<file path="config.mk">
export PLATFORM = sky130hd
export DESIGN_NAME = sio_xcvr
export DESIGN_NICKNAME = d
export VERILOG_FILES = /design/src/rtl/sio_pkg.sv /design/src/rtl/sio_sync.sv /design/src/rtl/sio_sck_gen.sv /design/src/rtl/sio_xcvr.sv
export SDC_FILE = /design/constraint.sdc
export NUM_CORES = 1
export LEC_CHECK = 0
export CAP_MARGIN = 10
export CELL_PAD_IN_SITES_DETAIL_PLACEMENT = 1
export CELL_PAD_IN_SITES_GLOBAL_PLACEMENT = 1
export CORE_UTILIZATION = 42
export CTS_CLUSTER_SIZE = 40
export DETAILED_ROUTE_END_ITERATION = 12
export PLACE_DENSITY = 0.88
export SLEW_MARGIN = 20
export SYNTH_ARGS = -nofsm -noshare
export SYNTH_HDL_FRONTEND = slang
export SYNTH_SLANG_ARGS = --single-unit
</file>
<file path="constraint.sdc">
create_clock -name clk -period 2.46 [get_ports clk]
set_input_delay 0.615 -clock clk [delete_from_list [all_inputs] [get_ports clk]]
set_output_delay 0.615 -clock clk [all_outputs]
set_load 0.1 [all_outputs]
</file>
<file path="src/rtl/sio_pkg.sv">
package sio_pkg;
  localparam int ADDR_W = 2;
  localparam logic [ADDR_W-1:0] ADDR_DATA = 2'd0;
  localparam logic [ADDR_W-1:0] ADDR_CTRL = 2'd1;
  localparam logic [ADDR_W-1:0] ADDR_STAT = 2'd2;
  localparam int CTRL_START = 0;
  localparam int CTRL_ABORT = 1;
  localparam int CTRL_EXT   = 2;
  localparam int STAT_BUSY  = 0;
endpackage

</file>
<file path="src/rtl/sio_sync.sv">
module sio_sync #(
  parameter int WIDTH = 2,
  parameter int STAGES = 2,
  parameter logic [WIDTH-1:0] RST_VAL = '1
) (
  input  logic             clk,
  input  logic             rst,
  input  logic [WIDTH-1:0] d,
  output logic [WIDTH-1:0] q
);
  logic [WIDTH-1:0] stg [STAGES];

  always_ff @(posedge clk) begin
    if (rst) begin
      for (int i = 0; i < STAGES; i++) stg[i] <= RST_VAL;
    end else begin
      stg[0] <= d;
      for (int i = 1; i < STAGES; i++) stg[i] <= stg[i-1];
    end
  end

  assign q = stg[STAGES-1];
endmodule

</file>
<file path="src/rtl/sio_sck_gen.sv">
module sio_sck_gen #(
  parameter int CLK_DIV = 4
) (
  input  logic clk,
  input  logic rst,
  input  logic run,
  output logic sck,
  output logic fall_stb,
  output logic rise_stb
);
  localparam int DIV_W = (CLK_DIV > 2) ? $clog2(CLK_DIV) : 1;
  localparam logic [DIV_W-1:0] DIV_LAST = DIV_W'(CLK_DIV - 1);

  logic [DIV_W-1:0] cnt;

  always_ff @(posedge clk) begin
    if (rst || !run) begin
      cnt      <= '0;
      sck      <= 1'b1;
      fall_stb <= 1'b0;
      rise_stb <= 1'b0;
    end else if (cnt == DIV_LAST) begin
      cnt      <= '0;
      sck      <= ~sck;
      fall_stb <= sck;
      rise_stb <= ~sck;
    end else begin
      cnt      <= cnt + 1'b1;
      fall_stb <= 1'b0;
      rise_stb <= 1'b0;
    end
  end
endmodule

</file>
<file path="src/rtl/sio_xcvr.sv">
module sio_xcvr
  import sio_pkg::*;
#(
  parameter int DATA_W = 8,
  parameter int CLK_DIV = 4,
  parameter int SYNC_STAGES = 2
) (
  input  logic              clk,
  input  logic              rst,
  input  logic              host_wr,
  input  logic              host_rd,
  input  logic [1:0]        host_addr,
  input  logic [DATA_W-1:0] host_wdata,
  output logic [DATA_W-1:0] host_rdata,
  output logic              irq,
  output logic              sck_o,
  output logic              sck_oe,
  input  logic              sck_i,
  input  logic              sdi,
  output logic              sdo
);
  localparam int CNT_W = (DATA_W > 2) ? $clog2(DATA_W) : 1;
  localparam logic [CNT_W-1:0] LAST_BIT = CNT_W'(DATA_W - 1);

  logic [DATA_W-1:0] buf_q, shreg;
  logic [CNT_W-1:0]  bit_cnt;
  logic half, busy, waiting, rd_seen, wr_seen;
  logic ctrl_start, ctrl_abort, ctrl_ext;
  logic sck_s, sdi_s, sck_prev;
  logic gen_fall, gen_rise, run;
  logic fall_evt, rise_evt, in_byte;
  logic data_wr, data_rd, ctrl_wr;

  sio_sync #(.WIDTH(2), .STAGES(SYNC_STAGES), .RST_VAL(2'b11)) u_sync (
    .clk(clk), .rst(rst), .d({sck_i, sdi}), .q({sck_s, sdi_s})
  );

  assign run = busy & ~ctrl_ext & ~waiting;

  sio_sck_gen #(.CLK_DIV(CLK_DIV)) u_gen (
    .clk(clk), .rst(rst), .run(run),
    .sck(sck_o), .fall_stb(gen_fall), .rise_stb(gen_rise)
  );

  assign fall_evt = ctrl_ext ? (sck_prev & ~sck_s) : gen_fall;
  assign rise_evt = ctrl_ext ? (~sck_prev & sck_s) : gen_rise;
  assign in_byte  = half | (bit_cnt != '0);
  assign data_wr  = host_wr && host_addr == ADDR_DATA;
  assign data_rd  = host_rd && host_addr == ADDR_DATA;
  assign ctrl_wr  = host_wr && host_addr == ADDR_CTRL;

  always_ff @(posedge clk) begin
    if (rst) begin
      buf_q <= '0; shreg <= '0; bit_cnt <= '0; half <= 1'b0;
      busy <= 1'b0; waiting <= 1'b0; rd_seen <= 1'b0; wr_seen <= 1'b0;
      ctrl_start <= 1'b0; ctrl_abort <= 1'b0; ctrl_ext <= 1'b0;
      sck_prev <= 1'b1; sdo <= 1'b1; irq <= 1'b0; sck_oe <= 1'b1;
      host_rdata <= '0;
    end else begin
      irq      <= 1'b0;
      sck_prev <= sck_s;
      sck_oe   <= ~ctrl_ext;
      if (host_rd) begin
        case (host_addr)
          ADDR_DATA: host_rdata <= buf_q;
          ADDR_CTRL: host_rdata <= DATA_W'({ctrl_ext, ctrl_abort, ctrl_start});
          ADDR_STAT: host_rdata <= DATA_W'(busy) << STAT_BUSY;
          default:   host_rdata <= '0;
        endcase
      end
      if (data_wr) begin
        buf_q <= host_wdata;
        if (waiting && rd_seen) wr_seen <= 1'b1;
      end
      if (data_rd && waiting) rd_seen <= 1'b1;
      if (ctrl_wr) begin
        ctrl_start <= host_wdata[CTRL_START] & ~host_wdata[CTRL_ABORT];
        ctrl_abort <= host_wdata[CTRL_ABORT];
        ctrl_ext   <= host_wdata[CTRL_EXT];
      end

      if (ctrl_wr && host_wdata[CTRL_ABORT]) begin
        busy <= 1'b0; waiting <= 1'b0; bit_cnt <= '0; half <= 1'b0;
      end else if (ctrl_wr && host_wdata[CTRL_START] && !busy) begin
        busy <= 1'b1; waiting <= 1'b0; bit_cnt <= '0; half <= 1'b0;
      end else if (busy) begin
        if (!ctrl_start && !in_byte) begin
          busy    <= 1'b0;
          waiting <= 1'b0;
        end else if (waiting) begin
          if (rd_seen && wr_seen) waiting <= 1'b0;
        end else begin
          if (fall_evt) begin
            half <= 1'b1;
            if (bit_cnt == '0) begin
              shreg <= buf_q;
              sdo   <= buf_q[0];
            end else begin
              sdo <= shreg[0];
            end
          end
          if (rise_evt && half) begin
            half  <= 1'b0;
            shreg <= {sdi_s, shreg[DATA_W-1:1]};
            if (bit_cnt == LAST_BIT) begin
              buf_q   <= {sdi_s, shreg[DATA_W-1:1]};
              irq     <= 1'b1;
              bit_cnt <= '0;
              if (!ctrl_start) begin
                busy <= 1'b0;
              end else if (!ctrl_ext) begin
                waiting <= 1'b1;
                rd_seen <= 1'b0;
                wr_seen <= 1'b0;
              end
            end else begin
              bit_cnt <= bit_cnt + 1'b1;
            end
          end
        end
      end
    end
  end
endmodule

</file>
## Word-level counts from Yosys, hierarchy flattened

Memories as Yosys holds them, arrays and structs flattened.
Cells that the tools add are included.

- $add $sub $neg: 2
- Equal/unequal tests: 4
- Multiplexer cells: 59
- Bitwise gates (word level): 20
- Reductions and logical operators: 30

Operators by type and width:

| cell | count |
|---|---|
| $mux 8 | 11 |
| $mux 1 | 44 |
| $pmux 8 s3 | 1 |
| $not 1->1 | 12 |
| $logic_and 1x1->1 | 11 |
| $reduce_and 4->1 | 2 |
| $reduce_and 7->1 | 1 |
| $reduce_or 7->1 | 1 |
| $reduce_and 6->1 | 1 |
| $reduce_or 2->1 | 3 |
| $and 1x1->1 | 5 |
| $eq 2x2->1 const B | 2 |
| $logic_not 1->1 | 4 |
| $mux 2 | 2 |
| $reduce_bool 2->1 | 2 |
| $add 3x1->3 const B | 1 |
| $eq 3x3->1 const B | 1 |
| $logic_not 3->1 | 1 |
| $mux 3 | 1 |
| $or 1x1->1 | 3 |
| $reduce_bool 3->1 | 1 |
| $reduce_or 3->1 | 1 |
| $add 2x1->2 const B | 1 |
| $eq 2x1->1 const B | 1 |
| other kinds (2) | 2 |

- Bits in registers: 44
- Memory bits (writable): 4
- Output and inout bits: 12
- Word-level logic and storage cells: 136
- Memories kept: 1

Memories:

| memory | words | bits a word | rd ports | clocked after memory_dff | write ports | line | source |
|---|---|---|---|---|---|---|---|
| u_sync.stg | 2 | 2 | 2 | 0 | 2 | sio_sync.sv:11 | `logic [WIDTH-1:0] stg [STAGES];` |

## Longest topological paths before layout

Gate-level depths: netlist of the first run.

- Depth after elaboration: 13
- Gate-level depth with buffers: 7
- Gate-level depth less buffers: 6

## By module

Synthesis of the first run repeated with hierarchy kept, for this count alone.

- Cells, all modules: 227
- Area total of the unflattened synthesis: 2169.6 sq um

Modules (own cells, without submodules):

| module | times used | cells each | area each (sq um) | seq. area each (sq um) |
|---|---|---|---|---|
| sio_xcvr | 1 | 203 | 1881.8 | 780.7 |
| sio_sck_gen | 1 | 14 | 167.7 | 100.1 |
| sio_sync | 1 | 10 | 120.1 | 80.1 |

## Worst setup path after synthesis of the first run

Ideal clock, no wire load.

- Kind: input to register
- Start point: input host_addr[0]
- End point: register shreg[0]
- Arrival time: 2109 ps
- Required time: 2348 ps
- Path slack: 239 ps
- Stages: 6
- Path buffers: 2
- Cells stage by stage: buf_2 -> and3b_1 -> buf_6 -> a2111oi_4 -> o21ai_4 -> a2111oi_1

- Longest elaborated chain between the ends: 6
- Elaborated cells between the ends (all ways): 8

Ends and longest elaborated chain:

| item | line | source |
|---|---|---|
| start, declared | sio_xcvr.sv:12 | `input logic [1:0] host_addr,` |
| $eq 2x1->1 * | sio_xcvr.sv:50 | `assign ctrl_wr = host_wr && host_addr == ADDR_CTRL;` |
| $logic_and 1x1->1 * | sio_xcvr.sv:50 |  |
| $logic_and 1x1->1 (2 in a row) | sio_xcvr.sv:84 | `end else if (ctrl_wr && host_wdata[CTRL_START] && !busy) begin` |
| $not 1->1 (no source line) | n/a |  |
| $reduce_and 7->1 (no source line) * | n/a |  |
| end signal, assigned | sio_xcvr.sv:96 | `shreg <= buf_q;` |
| end signal, assigned | sio_xcvr.sv:104 | `shreg <= {sdi_s, shreg[DATA_W-1:1]};` |
| end, declared | sio_xcvr.sv:25 | `logic [DATA_W-1:0] buf_q, shreg;` |

Every way passes the cells marked *; elsewhere a longest branch is shown, timed or not.
A chain may end at the register's enable or synchronous reset.

## Worst setup path in the final report of the first run

- Start point: input host_addr[1]
- End point: register shreg[6]

The elaborated chain is that of the path after synthesis.

==> results of run 1 <==
## placed cells by master (no fill, tap or decap), drive strengths merged, types with 6 or more instances in the layout
cell type,synthesis,final
dfxtp,48,48
buf,4,26
nand2b,17,17
clkdlybuf4s50,0,15
inv,14,14
nor2,14,14
nand2,12,12
a21oi,12,12
a211oi,11,11
nor3,10,10
nor2b,9,9
a2111oi,9,9
nor4,8,8
mux2i,8,8
a221oi,8,8
nand3,7,7
or2,6,6
clkbuf,8,6
o21ai,6,6
## final cells by class
| class | instances | area (um^2) | share of cell area, % |
|---|---|---|---|
| clock buffers | 6 | 82.58 | 3.075 |
| inverters | 14 | 52.55 | 1.957 |
| flip-flops and latches | 48 | 960.9 | 35.79 |
| repair buffers | 41 | 345.3 | 12.86 |
| clock inverters | 2 | 10.01 | 0.3728 |
| multi-input cells | 167 | 1146 | 42.68 |
| well taps | 70 | 87.58 | 3.262 |
## flip-flops by register name (all words and copies together), names as in the netlist
register	flops
ctrl_abort	1
u_gen.rise_stb	1
u_sync.stg	4
shreg	8
sdo	1
host_rdata	8
wr_seen	1
irq	1
buf_q	8
u_gen.cnt	2
bit_cnt	3
sck_oe	1
busy	1
u_gen.sck	1
rd_seen	1
ctrl_ext	1
ctrl_start	1
half	1
sck_prev	1
waiting	1
u_gen.fall_stb	1
## worst paths after layout
check / from / to / slack [ns] / cells after the start
min: u_gen.cnt[0] / u_gen.cnt[0] / 0.43 / 1
min reg2reg: u_gen.cnt[0] / u_gen.cnt[0] / 0.43 / 1
max reg2reg: bit_cnt[0] / shreg[6] / 0.43 / 6
max: host_addr[1] / shreg[6] / 0.27 / 5
## metrics by stage
stage / setup TNS [ns] / instances / area, um^2 / utilization, % / power, uW
detailed placement: -0.01292 / 340 / 2592 / 50.76 / 931.8
global route: 0 / 348 / 2685 / 52.57 / 1447
floorplan: 0 / 241 / 2216 / - / 877.8
global placement: 0 / 340 / 2592 / 50.76 / 928.7
CTS: 0 / 348 / 2685 / 52.57 / 1411
finish: 0 / 348 / 2685 / 52.57 / 1404
## worst reg2reg max path, stage by stage, from the launching register on
cell and delay, ns:
dfxtp_1 0.34, inv_1 0.06, ha_1 0.16, nor4b_2 0.50, a211o_1 0.37, nor4_1 0.10
a2111oi_1 0.39
## layer usage
| layer | track usage, % | vias to the layer above |
|---|---|---|
| met4 | 6.289 | 0 |
| li1 | - | 955 |
| met1 | 31.38 | 967 |
| met3 | 4.418 | 12 |
| met2 | 37.14 | 56 |
| met5 | 0 | - |
## power by group through the flow
| stage | clock, uW | sequential (uW) | combinational (uW) |
|---|---|---|---|
| after floorplan | 0 | 825 | 53.3 |
| after global placement | 0 | 815 | 113 |
| after detailed placement | 0 | 816 | 116 |
| after CTS | 497 | 798 | 116 |
| after global routing | 521 | 799 | 126 |
| final | 490 | 798 | 116 |
## kinds of logic (layout without fill, tap and decap cells)
kind of cell,after synthesis,count (layout)
AND/OR/NAND/NOR,96,96
flip-flops,48,48
multiplexers,8,8
adder cells (fa/ha/maj),4,4
AO/OA/AOI/OAI,58,58
buffers and inverters,26,63
XOR/XNOR,1,1
==> summary.txt, run 1 <==
Final layout
  – NumNets Final: ~300
  – Ratio of cells with drive above 1 in the final layout: 16.19%
  – Ant. Diodes: 0
  – Synth-to-Final Area Change: 21.17%
  – Filler cells: 614

Timing
  – Worst slew pin tran: 0.6288 ns
  – # setup viols final: 0
  – Final hold violations: 0
  – Max Slew Vio Count: 0
  – Max-slew headroom: between 50% and 60%
  – Clk_skew: around 0.014 ns
  – Fin crit period: between 2 and 2.5 ns
  – Fin crit share: about nine tenths
  – F_max: 0.4562 GHz
  – Hold Slack: 0.4321 ns
  – Post-layout worst setup margin: about 0.27 ns
  – RSZ-0062 raised after global routing: false

Yosys
  – Synth top area share: between 40 and 50%
  – Post-synthesis adder-cell area fraction: 2.259%
  – Synthesized cell area: 2216 um^2
  – Synth top area cells: dfxtp_1, nand2b_1, a211oi_1
  – Post-synthesis simple-gate area fraction: between 20% and 30%
  – Synthesized Nets: about 260
  – Post-synthesis sequential area ratio: 43.37%
  – Distinct cells, synth: 43
  – Mux cell area share after synthesis: ~3.6%
  – Commonest cells in the netlist: dfxtp_1, nand2b_1, inv_1
  – Main combinational cell family by area after synthesis: simple AND/OR/NAND/NOR gates
  – Xor/xnor share of the synthesized area: less than 1%
  – Synth Area in Compound Gates: between 20% and 30%
  – Post-synth EDFFs: 0
  – Synth area leader: dfxtp_1
  – Count leader, synth: dfxtp_1
  – Ys flop type: dfxtp_1
  – Synthesis warning total: 0
  – Synth Register Bits: 48
  – Asr flop ratio synth: 0%
  – Synthesized area per cell: about 9 um^2
  – Syn Inst Count: approximately 240

Routing
  – Drc violations: 0
  – Drt first pass iters: 4
  – Initial drt markers: 120
  – Wl on met1: 2696 um
  – Routed wl met3: around 220 um
  – Routed vias/inst: about 5.7
  – Via Count: approximately 2000
  – WL/cell: 16.73 um
  – Met2 wire len: around 2800 um
  – Antenna-violating nets left: 0
  – WL final: approximately 5800 um
  – Uppermost layer routed: met4

CTS
  – CTS max path bufs: 2
  – Clock sinks: 48
  – CTS root buf: clkbuf_8
  – CTS resizes: 0
  – Worst-Skew Late Latency: ~0.31 ns
  – H-tree Lvls: 2
  – CTS Buf Count: 5
  – Hold-fix buffers, CTS: 0
  – CTS tree: done
  – Clock transition at path regs: around 0.09 ns
  – Number of post-CTS setup repair buffers: 0

Die
  – Total core area: roughly 5100 um^2
  – Cell Rows: 26
  – Starting Density: a little over two fifths
  – I/O Pins: 28
  – Die area: 5570 um^2
  – Die width: about 75 um
  – Die H: approximately 75 um

Power and ir drop
  – Internal cell power: 1066 uW
  – Power share of the combinational group: 8.2%
  – Sw Share: 24.07%
  – Peak supply drop: around 0.32 mV
  – Sequential share of power: 56.9%
  – Pwr/cell area: 522.7 nW/um^2
  – NetSw: 337.9 uW
  – Leak Pwr: between 0.0009 and 0.001 uW
  – Clock network fraction of design power: between 30% and 40%

Placed design
  – GPL Wtd Cong: 0.8084
  – Dpl hpwl: ~4300 um
  – Placement Setup Slack: -0.01170 ns
  – PortBufs: 27

Outcome
  – Status: completed

Worst setup path
  – Worst path required time: ~2.7 ns
  – Setup crit end kind: register
  – WS Path Type: input port to register
  – Critical Path AT: 2.38 ns
  – Cell chain of the critical path: clkdlybuf4s50_1, and3b_1, a2111oi_4, o21ai_4, a2111oi_1
  – Crit-path max FO: 8
  – Worst setup SP type: input port
  – Delay of the slowest critical-path stage: about 0.47 ns
  – CP Buf/Inv Count: 1
  – Top delay family on crit path: compound AO/OA/AOI/OAI gates
  – CP max-delay cell: clkdlybuf4s50_1

Global route
  – Aggregate global routing overflow: 0
  – First-pass GRT wire length: approximately 9700 um
  – GRT Overall Usage: between 20% and 30%
  – Vias in the first global route: roughly 1900
  – Initial antenna violation count: 0
  – Pin count of the biggest net entering global routing: 24

Min path
  – HP Class: register to register

Job
  – Max_cap viols: 0
Note: power is estimated with default switching activity, not from simulation.
==> run 2, diff against run 1 <==
--- a/config.mk
+++ b/config.mk
@@ -9,6 +9,7 @@
 export CELL_PAD_IN_SITES_DETAIL_PLACEMENT = 1
 export CELL_PAD_IN_SITES_GLOBAL_PLACEMENT = 1
 export CORE_UTILIZATION = 42
+export CTS_CLUSTER_DIAMETER = 200
 export CTS_CLUSTER_SIZE = 40
 export DETAILED_ROUTE_END_ITERATION = 12
 export PLACE_DENSITY = 0.88
==> results of run 2 <==
Same layout as run 1: the final DEF is identical, and so are final timing and power.
==> run 3, diff against run 2 <==
--- a/config.mk
+++ b/config.mk
@@ -5,6 +5,7 @@
 export SDC_FILE = /design/constraint.sdc
 export NUM_CORES = 1
 export LEC_CHECK = 0
+export ABC_CLOCK_PERIOD_IN_PS = 2460
 export CAP_MARGIN = 10
 export CELL_PAD_IN_SITES_DETAIL_PLACEMENT = 1
 export CELL_PAD_IN_SITES_GLOBAL_PLACEMENT = 1
@@ -13,6 +14,7 @@
 export CTS_CLUSTER_SIZE = 40
 export DETAILED_ROUTE_END_ITERATION = 12
 export PLACE_DENSITY = 0.88
+export RECOVER_POWER = 25
 export SLEW_MARGIN = 20
 export SYNTH_ARGS = -nofsm -noshare
 export SYNTH_HDL_FRONTEND = slang
==> run 3 against run 2 <==
Sequential cell count did not move. Largest cell class unchanged. Die area did not move. Combinational power hardly changed. Register-to-register slack about the same. Maximum frequency rose by 0.59%. Routed wire length hardly changed. Core utilization fell by 0.66 points. Non-clock buffer count did not move. Clock power barely moved. Sequential power hardly changed. Cell area is 1.3% lower.
==> summary.txt, run 3 (synthesis results as in run 1) <==
Die
  – Starting Density: 43.39% (unchanged)
  – Die area: 5570 um^2 (unchanged)
  – I/O Pins: 28 (unchanged)
  – Total core area: 5107 um^2 (unchanged)
  – Die H: 74.64 um (unchanged)
  – Die width: 74.64 um (unchanged)
  – Cell Rows: 26 (unchanged)

Routing
  – Drc violations: 0 (unchanged)
  – Routed vias/inst: 5.626 (-1.6%)
  – Initial drt markers: 121 (+0.83%)
  – Drt first pass iters: 4 (unchanged)
  – Via Count: 1958 (-1.6%)
  – WL/cell: 16.72 um (about the same)
  – WL final: 5819 um (about the same)
  – Antenna-violating nets left: 0 (unchanged)

Timing
  – Hold Slack: 0.4322 ns (+0.00009900 ns)
  – Max-slew headroom: 22.56% (-35 points)
  – Clk_skew: 0.01473 ns (+0.0003994 ns)
  – Total Neg Setup Slack: 0 ns (unchanged)
  – RSZ-0062 raised after global routing: false
  – # setup viols final: 0 (unchanged)
  – Worst slew pin tran: 1.167 ns (+0.5377 ns)
  – Max Slew Vio Count: 0 (unchanged)
  – Final hold violations: 0 (unchanged)
  – Fin crit share: 88.59% (-0.52 points)
  – Fin crit period: 2.179 ns (-0.01277 ns)
  – F_max: 0.4589 GHz (+0.59%)

Job
  – Max_cap viols: 0 (unchanged)

Worst setup path
  – CP max-delay cell: clkdlybuf4s50_1
  – Critical Path AT: 2.37 ns (about the same)
  – Delay of the slowest critical-path stage: 0.47 ns (about the same)
  – Setup crit end kind: register
  – WS Path Type: input port to register
  – Cell chain of the critical path: clkdlybuf4s50_1, and3b_1, a2111oi_4, o21ai_4, a2111oi_1
  – Worst path required time: 2.65 ns (about the same)
  – Worst setup SP type: input port
  – Crit-path max FO: 8 (unchanged)

Final layout
  – NumNets Final: 297 (unchanged)
  – Most frequent cells in the layout: dfxtp_1, nand2b_1, buf_4
  – Most common cell after layout, fill and taps aside: dfxtp_1
  – Largest regs: buf_q x8, host_rdata x8, shreg x8
  – Ant. Diodes: 0 (unchanged)
  – Finished Cell Area: 2651 um^2 (-1.3%)
  – Synth-to-Final Area Change: 19.65%
  – Ratio of cells with drive above 1 in the final layout: 12.95% (-3.2 points)
  – Filler cells: 622 (+1.3%)

Outcome
  – Status: completed

Placed design
  – Dpl hpwl: 4279 um (unchanged)
  – PortBufs: 27 (unchanged)
  – Dpl cell area: 2592 um^2 (unchanged)
  – GPL Wtd Cong: 0.8084 (unchanged)

Power and ir drop
  – Power share of the combinational group: 8.1% (about the same)
  – Peak supply drop: 0.3218 mV (about the same)
  – Pwr/cell area: 528.6 nW/um^2 (+1.1%)
  – Internal cell power: 1063 uW (-0.24%)
  – Sequential share of power: 56.9% (about the same)
  – Sw Share: 24.15% (+0.074 points)
  – Leak Pwr: 0.0009480 uW (-3.6%)
  – NetSw: 338.4 uW (+0.17%)
  – Clock network fraction of design power: 35.0% (about the same)

CTS
  – Clock transition at path regs: 0.10 ns (about the same)
  – Clock sinks: 48 (unchanged)
  – Number of post-CTS setup repair buffers: 0 (unchanged)
  – CTS root buf: clkbuf_8
  – CTS Buf Count: 5 (unchanged)
  – CTS tree: done
  – Hold-fix buffers, CTS: 0 (unchanged)
  – H-tree Lvls: 2 (unchanged)
  – CTS max path bufs: 2 (unchanged)
  – CTS resizes: 0 (unchanged)
  – Worst-Skew Late Latency: 0.31 ns (about the same)

Global route
  – Pin count of the biggest net entering global routing: 24 (unchanged)
  – Initial antenna violation count: 0 (unchanged)
  – GRT Overall Usage: 22.93% (unchanged)
  – Vias in the first global route: 1949 (unchanged)
  – Aggregate global routing overflow: 0 (unchanged)
  – First-pass GRT wire length: 9708 um (unchanged)

Min path
  – HP Class: register to register
==> run 3: cell count changes in the layout (fill, tap and decap cells not counted) <==
cell,change
buf_4,-9
clkbuf_1,+9
clkdlybuf4s50_1,-2
dlygate4sd3_1,+2
==> run 3: worst paths after layout <==
| check | start | slack (ns) | depth (start not counted) | end |
|---|---|---|---|---|
| setup / recovery | host_addr[1] | 0.28 | 5 | shreg[6] |
| hold / removal | u_gen.cnt[0] | 0.43 | 1 | u_gen.cnt[0] |
| setup reg to reg | bit_cnt[0] | 0.43 | 6 | shreg[6] |
| hold reg to reg | u_gen.cnt[0] | 0.43 | 1 | u_gen.cnt[0] |
==> run 3: critical path, delay by kind of cell <==
| family | cells | cell delay (ns) |
|---|---|---|
| compound gates | 3 | 1.04 |
| buf+inv | 1 | 0.47 |
| simple gates | 1 | 0.24 |
==> run 3: power by group through the flow <==
| stage | clock, uW | sequential (uW) | combinational [uW] |
|---|---|---|---|
| finish | 490 | 798 | 113 |
| global route | 521 | 799 | 124 |
| CTS | 497 | 798 | 116 |
| detailed placement | 0 | 816 | 116 |
| global placement | 0 | 815 | 113 |
| floorplan | 0 | 825 | 53.3 |
==> run 3: routing by layer <==
layer  up-vias  track usage, %  part of all wire [%]  wire, um
met2        33           37.14                    48      2802
met3        10           4.418                   3.0       174
met5         -               0                     0         0
met1       961           31.38                    47      2753
met4         0           6.289                   1.5        88
li1        954               -                     -         -
==> run 3: layout make-up <==
class / instances / area [um^2] / share of cell area (%)
clock buffers: 6 / 82.58 / 3.115
repair buffers: 41 / 311.5 / 11.75
well taps: 70 / 87.58 / 3.303
flip-flops and latches: 48 / 960.9 / 36.24
clock inverters: 2 / 10.01 / 0.3775
multi-input cells: 167 / 1146 / 43.23
inverters: 14 / 52.55 / 1.982
==> run 3: per-stage QoR <==
step                      cells  worst slack, ns  util, %  power, uW
after floorplan             241           0.2386        -      877.8
final                       348           0.2807    51.91       1402
after global routing        348           0.1236    51.91       1444
after detailed placement    340         -0.01170    50.76      931.8
after CTS                   348           0.2810    52.57       1411
after global placement      340          0.05626    50.76      928.7
